### src/rtl/fsplit_pkg.sv
`timescale 1ns/1ps
package fsplit_pkg;
  localparam int WORD_W = 32;
  localparam int HALF_W = 16;

  typedef enum logic [1:0] {
    DISP_NONE = 2'd0,
    DISP_8    = 2'd1,
    DISP_16   = 2'd2,
    DISP_24   = 2'd3
  } disp_kind_e;
endpackage

### src/rtl/fsplit_pc_gen.sv
`timescale 1ns/1ps
module fsplit_pc_gen #(
  parameter int            AW       = 32,
  parameter logic [AW-1:0] RESET_PC = '0
) (
  input  logic          clk_i,
  input  logic          rst_ni,
  input  logic          advance_i,
  input  logic          redirect_i,
  input  logic [AW-1:0] redirect_pc_i,
  output logic [AW-1:0] pc_o
);
  localparam logic [AW-1:0] STEP       = AW'(4);
  localparam logic [AW-1:0] ALIGN_MASK = ~AW'(3);

  logic [AW-1:0] pc_q;

  always_ff @(posedge clk_i or negedge rst_ni) begin
    if (!rst_ni)         pc_q <= RESET_PC & ALIGN_MASK;
    else if (redirect_i) pc_q <= redirect_pc_i & ALIGN_MASK;
    else if (advance_i)  pc_q <= pc_q + STEP;
  end

  assign pc_o = pc_q;

  p_step_word_r4: assert property (@(posedge clk_i) disable iff (!rst_ni)
    advance_i && !redirect_i |=> pc_o == $past(pc_o) + STEP);

  p_restart_aligned_r6: assert property (@(posedge clk_i) disable iff (!rst_ni)
    redirect_i |=> pc_o == ($past(redirect_pc_i) & ALIGN_MASK));
endmodule

### src/rtl/fsplit_slot_buf.sv
`timescale 1ns/1ps
module fsplit_slot_buf
  import fsplit_pkg::*;
#(
  parameter int AW = 32
) (
  input  logic              clk_i,
  input  logic              rst_ni,
  input  logic              load_i,
  input  logic [WORD_W-1:0] word_i,
  input  logic [AW-1:0]     word_pc_i,
  input  logic              flush_i,
  input  logic              out_ready_i,
  output logic              can_load_o,
  output logic              valid_o,
  output logic [WORD_W-1:0] instr_o,
  output logic              is_long_o,
  output logic              is_parallel_o,
  output logic [AW-1:0]     pc_o
);
  localparam int            PAR_BIT   = HALF_W - 1;
  localparam logic [AW-1:0] HALF_STEP = AW'(HALF_W / 8);

  logic              full_q, second_q;
  logic [WORD_W-1:0] word_q;
  logic [AW-1:0]     pc_q;
  logic              long_w, last_w, take_w;

  assign long_w     = word_q[WORD_W-1];
  assign last_w     = long_w | second_q;
  assign take_w     = full_q & out_ready_i;
  assign can_load_o = !full_q | (take_w & last_w);

  always_ff @(posedge clk_i or negedge rst_ni) begin
    if (!rst_ni) begin
      full_q   <= 1'b0;
      second_q <= 1'b0;
      word_q   <= '0;
      pc_q     <= '0;
    end else if (flush_i) begin
      full_q   <= 1'b0;
      second_q <= 1'b0;
    end else if (load_i) begin
      full_q   <= 1'b1;
      second_q <= 1'b0;
      word_q   <= word_i;
      pc_q     <= word_pc_i;
    end else if (take_w) begin
      if (last_w) full_q   <= 1'b0;
      else        second_q <= 1'b1;
    end
  end

  always_comb begin
    valid_o       = full_q;
    instr_o       = '0;
    is_long_o     = 1'b0;
    is_parallel_o = 1'b0;
    pc_o          = '0;
    if (full_q) begin
      if (long_w) begin
        instr_o   = word_q;
        is_long_o = 1'b1;
        pc_o      = pc_q;
      end else if (!second_q) begin
        instr_o = {{(WORD_W-HALF_W){1'b0}}, word_q[WORD_W-1:HALF_W]};
        pc_o    = pc_q;
      end else begin
        // parallel marker is stripped before the halfword leaves
        instr_o       = {{(WORD_W-PAR_BIT){1'b0}}, word_q[PAR_BIT-1:0]};
        is_parallel_o = word_q[PAR_BIT];
        pc_o          = pc_q + HALF_STEP;
      end
    end
  end

  p_hold_slot_r5: assert property (@(posedge clk_i) disable iff (!rst_ni)
    valid_o && !out_ready_i && !flush_i |=>
      valid_o && $stable(instr_o) && $stable(pc_o) && $stable(is_parallel_o));

  p_second_half_r2: assert property (@(posedge clk_i) disable iff (!rst_ni)
    valid_o && out_ready_i && !last_w && !flush_i |=>
      valid_o && !is_long_o && pc_o == $past(pc_o) + HALF_STEP);

  p_flush_empty_r6: assert property (@(posedge clk_i) disable iff (!rst_ni)
    flush_i |=> !valid_o);

  p_short_cleared_r3: assert property (@(posedge clk_i) disable iff (!rst_ni)
    valid_o && !is_long_o |-> instr_o[WORD_W-1:PAR_BIT] == '0);
endmodule

### src/rtl/fsplit_target.sv
`timescale 1ns/1ps
module fsplit_target
  import fsplit_pkg::*;
#(
  parameter int AW = 32
) (
  input  logic [WORD_W-1:0] instr_i,
  input  logic              valid_i,
  input  logic              is_long_i,
  input  logic [AW-1:0]     pc_i,
  input  logic [AW-1:0]     jump_src_i,
  output logic              is_branch_o,
  output logic [AW-1:0]     target_o,
  output logic              is_call_o,
  output logic [AW-1:0]     link_o,
  output logic [AW-1:0]     jump_target_o
);
  localparam logic [AW-1:0] ALIGN_MASK = ~AW'(3);
  localparam logic [AW-1:0] WORD_STEP  = AW'(4);

  disp_kind_e    kind;
  logic          call_w;
  logic [AW-1:0] base, disp, offset;

  always_comb begin
    kind   = DISP_NONE;
    call_w = 1'b0;
    if (valid_i) begin
      if (is_long_i) begin
        if (instr_i[31:28] == 4'hb) begin
          kind = DISP_16;
        end else if (instr_i[31:28] == 4'hf && instr_i[27:26] == 2'b11) begin
          kind   = DISP_24;
          call_w = instr_i[25:24] == 2'b10;
        end
      end else if (instr_i[15:12] == 4'h7 && instr_i[11:10] == 2'b11) begin
        kind   = DISP_8;
        call_w = instr_i[9:8] == 2'b10;
      end
    end
  end

  always_comb begin
    unique case (kind)
      DISP_8:  disp = {{(AW-8){instr_i[7]}}, instr_i[7:0]};
      DISP_16: disp = {{(AW-16){instr_i[15]}}, instr_i[15:0]};
      DISP_24: disp = {{(AW-24){instr_i[23]}}, instr_i[23:0]};
      default: disp = '0;
    endcase
  end

  assign base          = pc_i & ALIGN_MASK;
  assign offset        = {disp[AW-3:0], 2'b00};
  assign is_branch_o   = kind != DISP_NONE;
  assign target_o      = base + offset;
  assign is_call_o     = call_w;
  assign link_o        = base + WORD_STEP;
  assign jump_target_o = jump_src_i & ALIGN_MASK;

  always_comb begin
    p_target_word_r7: assert (target_o[1:0] == 2'b00);
    p_call_is_branch_r10: assert (!is_call_o || is_branch_o);
  end
endmodule

### src/rtl/fetch_pair_splitter.sv
`timescale 1ns/1ps
module fetch_pair_splitter
  import fsplit_pkg::*;
#(
  parameter int            AW       = 32,
  parameter logic [AW-1:0] RESET_PC = '0
) (
  input  logic          clk_i,
  input  logic          rst_ni,
  input  logic          fetch_valid_i,
  input  logic [31:0]   fetch_word_i,
  output logic          fetch_ready_o,
  output logic [AW-1:0] fetch_pc_o,
  input  logic          redirect_i,
  input  logic [AW-1:0] redirect_pc_i,
  output logic          instr_valid_o,
  input  logic          instr_ready_i,
  output logic [31:0]   instr_o,
  output logic          is_long_o,
  output logic          is_parallel_o,
  output logic [AW-1:0] instr_pc_o,
  output logic          is_branch_o,
  output logic [AW-1:0] branch_target_o,
  output logic          is_call_o,
  output logic [AW-1:0] link_addr_o,
  input  logic [AW-1:0] jump_src_i,
  output logic [AW-1:0] jump_target_o
);
  logic can_load, load;

  assign fetch_ready_o = can_load & !redirect_i;
  assign load          = fetch_valid_i & fetch_ready_o;

  fsplit_pc_gen #(.AW(AW), .RESET_PC(RESET_PC)) u_pc (
    .clk_i         (clk_i),
    .rst_ni        (rst_ni),
    .advance_i     (load),
    .redirect_i    (redirect_i),
    .redirect_pc_i (redirect_pc_i),
    .pc_o          (fetch_pc_o)
  );

  fsplit_slot_buf #(.AW(AW)) u_buf (
    .clk_i         (clk_i),
    .rst_ni        (rst_ni),
    .load_i        (load),
    .word_i        (fetch_word_i),
    .word_pc_i     (fetch_pc_o),
    .flush_i       (redirect_i),
    .out_ready_i   (instr_ready_i),
    .can_load_o    (can_load),
    .valid_o       (instr_valid_o),
    .instr_o       (instr_o),
    .is_long_o     (is_long_o),
    .is_parallel_o (is_parallel_o),
    .pc_o          (instr_pc_o)
  );

  fsplit_target #(.AW(AW)) u_tgt (
    .instr_i       (instr_o),
    .valid_i       (instr_valid_o),
    .is_long_i     (is_long_o),
    .pc_i          (instr_pc_o),
    .jump_src_i    (jump_src_i),
    .is_branch_o   (is_branch_o),
    .target_o      (branch_target_o),
    .is_call_o     (is_call_o),
    .link_o        (link_addr_o),
    .jump_target_o (jump_target_o)
  );

  p_no_fetch_on_hold_r5: assert property (@(posedge clk_i) disable iff (!rst_ni)
    instr_valid_o && !instr_ready_i |-> !fetch_ready_o);
endmodule

### config.mk
export PLATFORM = sky130hd
export DESIGN_NAME = fetch_pair_splitter
export DESIGN_NICKNAME = d
export VERILOG_FILES = /design/src/rtl/fsplit_pkg.sv /design/src/rtl/fsplit_pc_gen.sv /design/src/rtl/fsplit_slot_buf.sv /design/src/rtl/fsplit_target.sv /design/src/rtl/fetch_pair_splitter.sv
export SDC_FILE = /design/constraint.sdc
export NUM_CORES = 1
export LEC_CHECK = 0
export ABC_AREA = 1
export BUFFER_PORTS_ARGS = -buffer_cell sky130_fd_sc_hd__buf_2
export CAP_MARGIN = 10
export CORE_ASPECT_RATIO = 2
export CORE_UTILIZATION = 40
export CTS_BUF_LIST = sky130_fd_sc_hd__clkbuf_8
export DETAILED_ROUTE_END_ITERATION = 7
export PLACE_DENSITY = 0.67
export SETUP_SLACK_MARGIN = 0.2
export SYNTH_ARGS = -nofsm -noshare
export SYNTH_HDL_FRONTEND = slang
export SYNTH_HIERARCHICAL = 1
export SYNTH_SLANG_ARGS = --single-unit
### constraint.sdc
create_clock -name clk_i -period 4.6 [get_ports clk_i]
set_clock_uncertainty 0.2 [all_clocks]
set_input_delay 1.38 -clock clk_i [delete_from_list [all_inputs] [get_ports clk_i]]
set_output_delay 1.38 -clock clk_i [all_outputs]
set_load 0.005 [all_outputs]
==> flow_metrics.tcl <==
set metrics [dict create \
    outcome "complete, but fails checks" \
    violations "DRC, setup timing" \
    die_area_mm2 0.02468 \
    yosys.area.top_type "dfrtp_1" \
    grt_pass1_vias 11020 \
    hold_path.startpoint "u_buf/word_q[4]" \
    drc 22 \
    syn2layout_area_growth_pct 47.71 \
    max-slew-margin-rel_pct 39.39 \
    cts_tree "built" \
    cap_viol_max_count 0 \
    use_met1_pct 27.50 \
    die_w_um 111.6 \
    final-setup-viol-count 46 \
    drv_slew 0 \
    synth_edf_count 0 \
    nets 2066 \
    root_buffer "clkbuf_8" \
    p_per_area_mw_per_mm2 199.2 \
    yosysSeqAreaShare_pct 25.00 \
    clock-sinks 96 \
    fin_ws_ns -0.3879 \
    worst_pin_slew_ns 0.9091 \
    worst-path-buf-inv 7 \
    ant_nets 0 \
    crit_path_end_kind "primary output" \
    path_clk_slew_ns 0.10 \
    synth-seq-cells 96 \
    finalCriticalPeriod_ns 4.988 \
    drt-initial-drc-count 724 \
    wl_um 38150 \
    start_util_pct 41.02 \
    yosys.area.top_type_share_pct 25.00 \
    reg2reg_depth 11 \
    critPathMaxFanout 6 \
    syn_area_per_cell_um2 6.309 \
    power_mw 2.827 \
    fin_crit_sh_pct 108.4 \
    grt_pass1_wl_um 56320 \
    cp.arrival_ns 3.41 \
    io_pins 299 \
    cts_buffers 9 \
    hold_viol 0 \
    port_buffers 226 \
    crit_chain "nor2_4, buf_12, o21ai_2, a21oi_2, nand2_1, nor2_2, buf_4, nand4_1, buf_6, inv_4, a21o_1, ha_4, nand2_4, inv_2, nand2_2, nand2_2, nand3b_1, buf_4, xor2_1, buf_2" \
    synth_cell_types 42 \
    hp-class "flop to flop" \
    path_class "flop to primary output" \
    rsz0062_at_grt "yes" \
    yosys-top-cells-count "428 x nand2_1, 215 x inv_1, 215 x nor2_1, 103 x nand3_1, 96 x dfrtp_1" \
    via_per_inst 5.184 \
    p_leak_nw 7.546 \
    synth_flop_cell "dfrtp_1" \
    min_path_cells 1 \
    dp.final_hpwl_um 29460 \
    num_rows 79 \
    cts_max_path_buffers 2 \
    slowest_stage "dfrtp_2" \
    netlist_top_cells_area "dfrtp_1 25%, nand2_1 17%, inv_1 8.4%" \
    grt.overflow.total 0 \
    cts_max_level 3 \
    num_vias 11510 \
    grt.met3_usage_pct 3.232 \
    grtUsageMet2_pct 54.11 \
    antenna_found_initial 0 \
    syn_inst 1523 \
    crit_family "simple AND/OR/NAND/NOR gates" \
    gp_congestion 0.9457 \
    dr.pass1.iters 7 \
    top_usage_layer "met2" \
    cpPeakStageDelay_ns 0.43 \
    grt_max_degree 85 \
    drive_gt1_share_pct 42.95 \
    startpoint_type "flop" \
    worstPathRequired_ns 3.02 \
    synth_async_sr_flop_share_pct 100.0 \
    ys_warn_count 6 \
    timing.fmax_ghz 0.2005 \
    insertion_delay_ns 0.39 \
    nFillCells 2187 \
    wl_per_cell_um 17.18 \
    max-vdd-ir-drop_mv 0.2139 \
    reg2reg_from "u_buf/word_q[31]" \
    netlist_area_mm2 0.009609 \
    rr_endpoint "u_pc/pc_o[4]" \
    track_usage_pct 29.63 \
    die_h_um 221.2 \
    yosysMostFrequentCell "nand2_1" \
    fin_tns_setup_ns -10.45 \
    min_to "u_buf/word_q[4]" \
    coreArea_mm2 0.02343 \
    n_antenna_cell 0 \
    register_area_mm2 0.002405 \
    multi_input_area_mm2 0.007333 \
    r2r_slack_ns 1.89 \
]
## cell families after synthesis
family | count (synthesis) | share of synthesized area, %
simple gates | 868 | 40.10
buf+inv | 287 | 13.09
compound gates | 156 | 9.193
flops | 96 | 25.00
xor+xnor | 51 | 4.648
fa+ha+maj | 33 | 4.375
mux | 30 | 3.516
other cells | 2 | 0.07815
## routing by layer
| metal | routed length [µm] | vias to the layer above |
|---|---|---|
| met5 | 0 | - |
| met4 | 3978 | 0 |
| met3 | 1653 | 152 |
| met2 | 19790 | 426 |
| met1 | 12720 | 5343 |
| li1 | - | 5587 |
## worst max path at each step
stage                          start                  end  slack (ns)  cells after the start
floorplan             u_buf/second_q  branch_target_o[18]        0.20                     21
global route          u_buf/second_q  branch_target_o[31]       -0.58                     22
detailed placement  u_buf/word_q[31]  branch_target_o[21]       -0.13                     21
CTS                 u_buf/word_q[31]  branch_target_o[28]       -0.35                     21
global placement      u_buf/second_q  branch_target_o[14]       -0.09                     20
finish                u_buf/second_q  branch_target_o[11]       -0.39                     20
## layout by cell type, fill, tap and decap left out, types with 12 or more instances in the layout
cell type,netlist,final
mux2_2,30,30
nor2_2,18,44
buf_2,14,225
nand4_1,26,26
a22oi_1,18,18
a21oi_1,76,55
o21ai_0,33,25
inv_2,3,21
nor2_1,215,157
buf_6,2,37
buf_4,39,193
nor2_4,14,46
nand2_1,428,356
dfrtp_1,96,94
nand3_2,6,21
nor3_2,3,12
ha_4,0,22
nand3_1,103,81
a21oi_2,0,18
inv_1,215,195
xor2_1,41,34
nand2_4,6,19
nand2_2,14,71
## power breakdown
part	internal [mW]	switching (mW)
clock network	0.209	0.330
logic	0.494	0.636
registers	0.990	0.167
## through the flow
stage	cell area (µm²)	utilization, %	std cells	setup slack [ns]	hold WS, ns
floorplan	9698	-	1529	0.1959	0.2740
global placement	11990	51.18	2136	-0.09359	0.2847
detailed placement	11990	51.18	2136	-0.1261	0.2897
CTS	13220	56.44	2190	-0.3459	0.3153
global route	14190	60.59	2220	-0.5834	0.3331
finish	14190	60.59	2220	-0.3879	0.3105
## registers in the layout, indices dropped and copies added, names as in the netlist
signal and flops:
u_pc/pc_o 30, u_buf/second_q 1, u_buf/word_q 32, u_buf/valid_o 1
u_buf/pc_q 32
## worst register-to-register path, stage by stage (launching register included)
cell and delay (ns):
dfrtp_1 0.43, buf_4 0.14, buf_6 0.12, o21ai_0 0.09, nand2_1 0.12, nand2_2 0.08, nor2_2 0.15, buf_4 0.19
nand2_1 0.15, inv_1 0.61, nand2_1 0.12, o211ai_1 0.23
## final cells by class
class	count	area share (%)
tap	283	2.495
inverter	219	5.915
clock inverter	7	0.4319
multi-input combinational	1146	51.67
sequential	96	16.94
clock buffer	9	0.8727
timing repair buffer	460	21.68
## timing repair
| item | 4_1_cts | 5_1_grt |
|---|---|---|
| endpoints found under the setup margin | 54 | 54 |
| hold buffers | 0 | 0 |
| gates cloned | 0 | 1 |
| pin swaps | 56 | 98 |
| resized for setup | 174 | 193 |
| setup buffers | 38 | 29 |
| endpoints found under the hold margin | 0 | 0 |
Power figures use the tool's default switching activity.
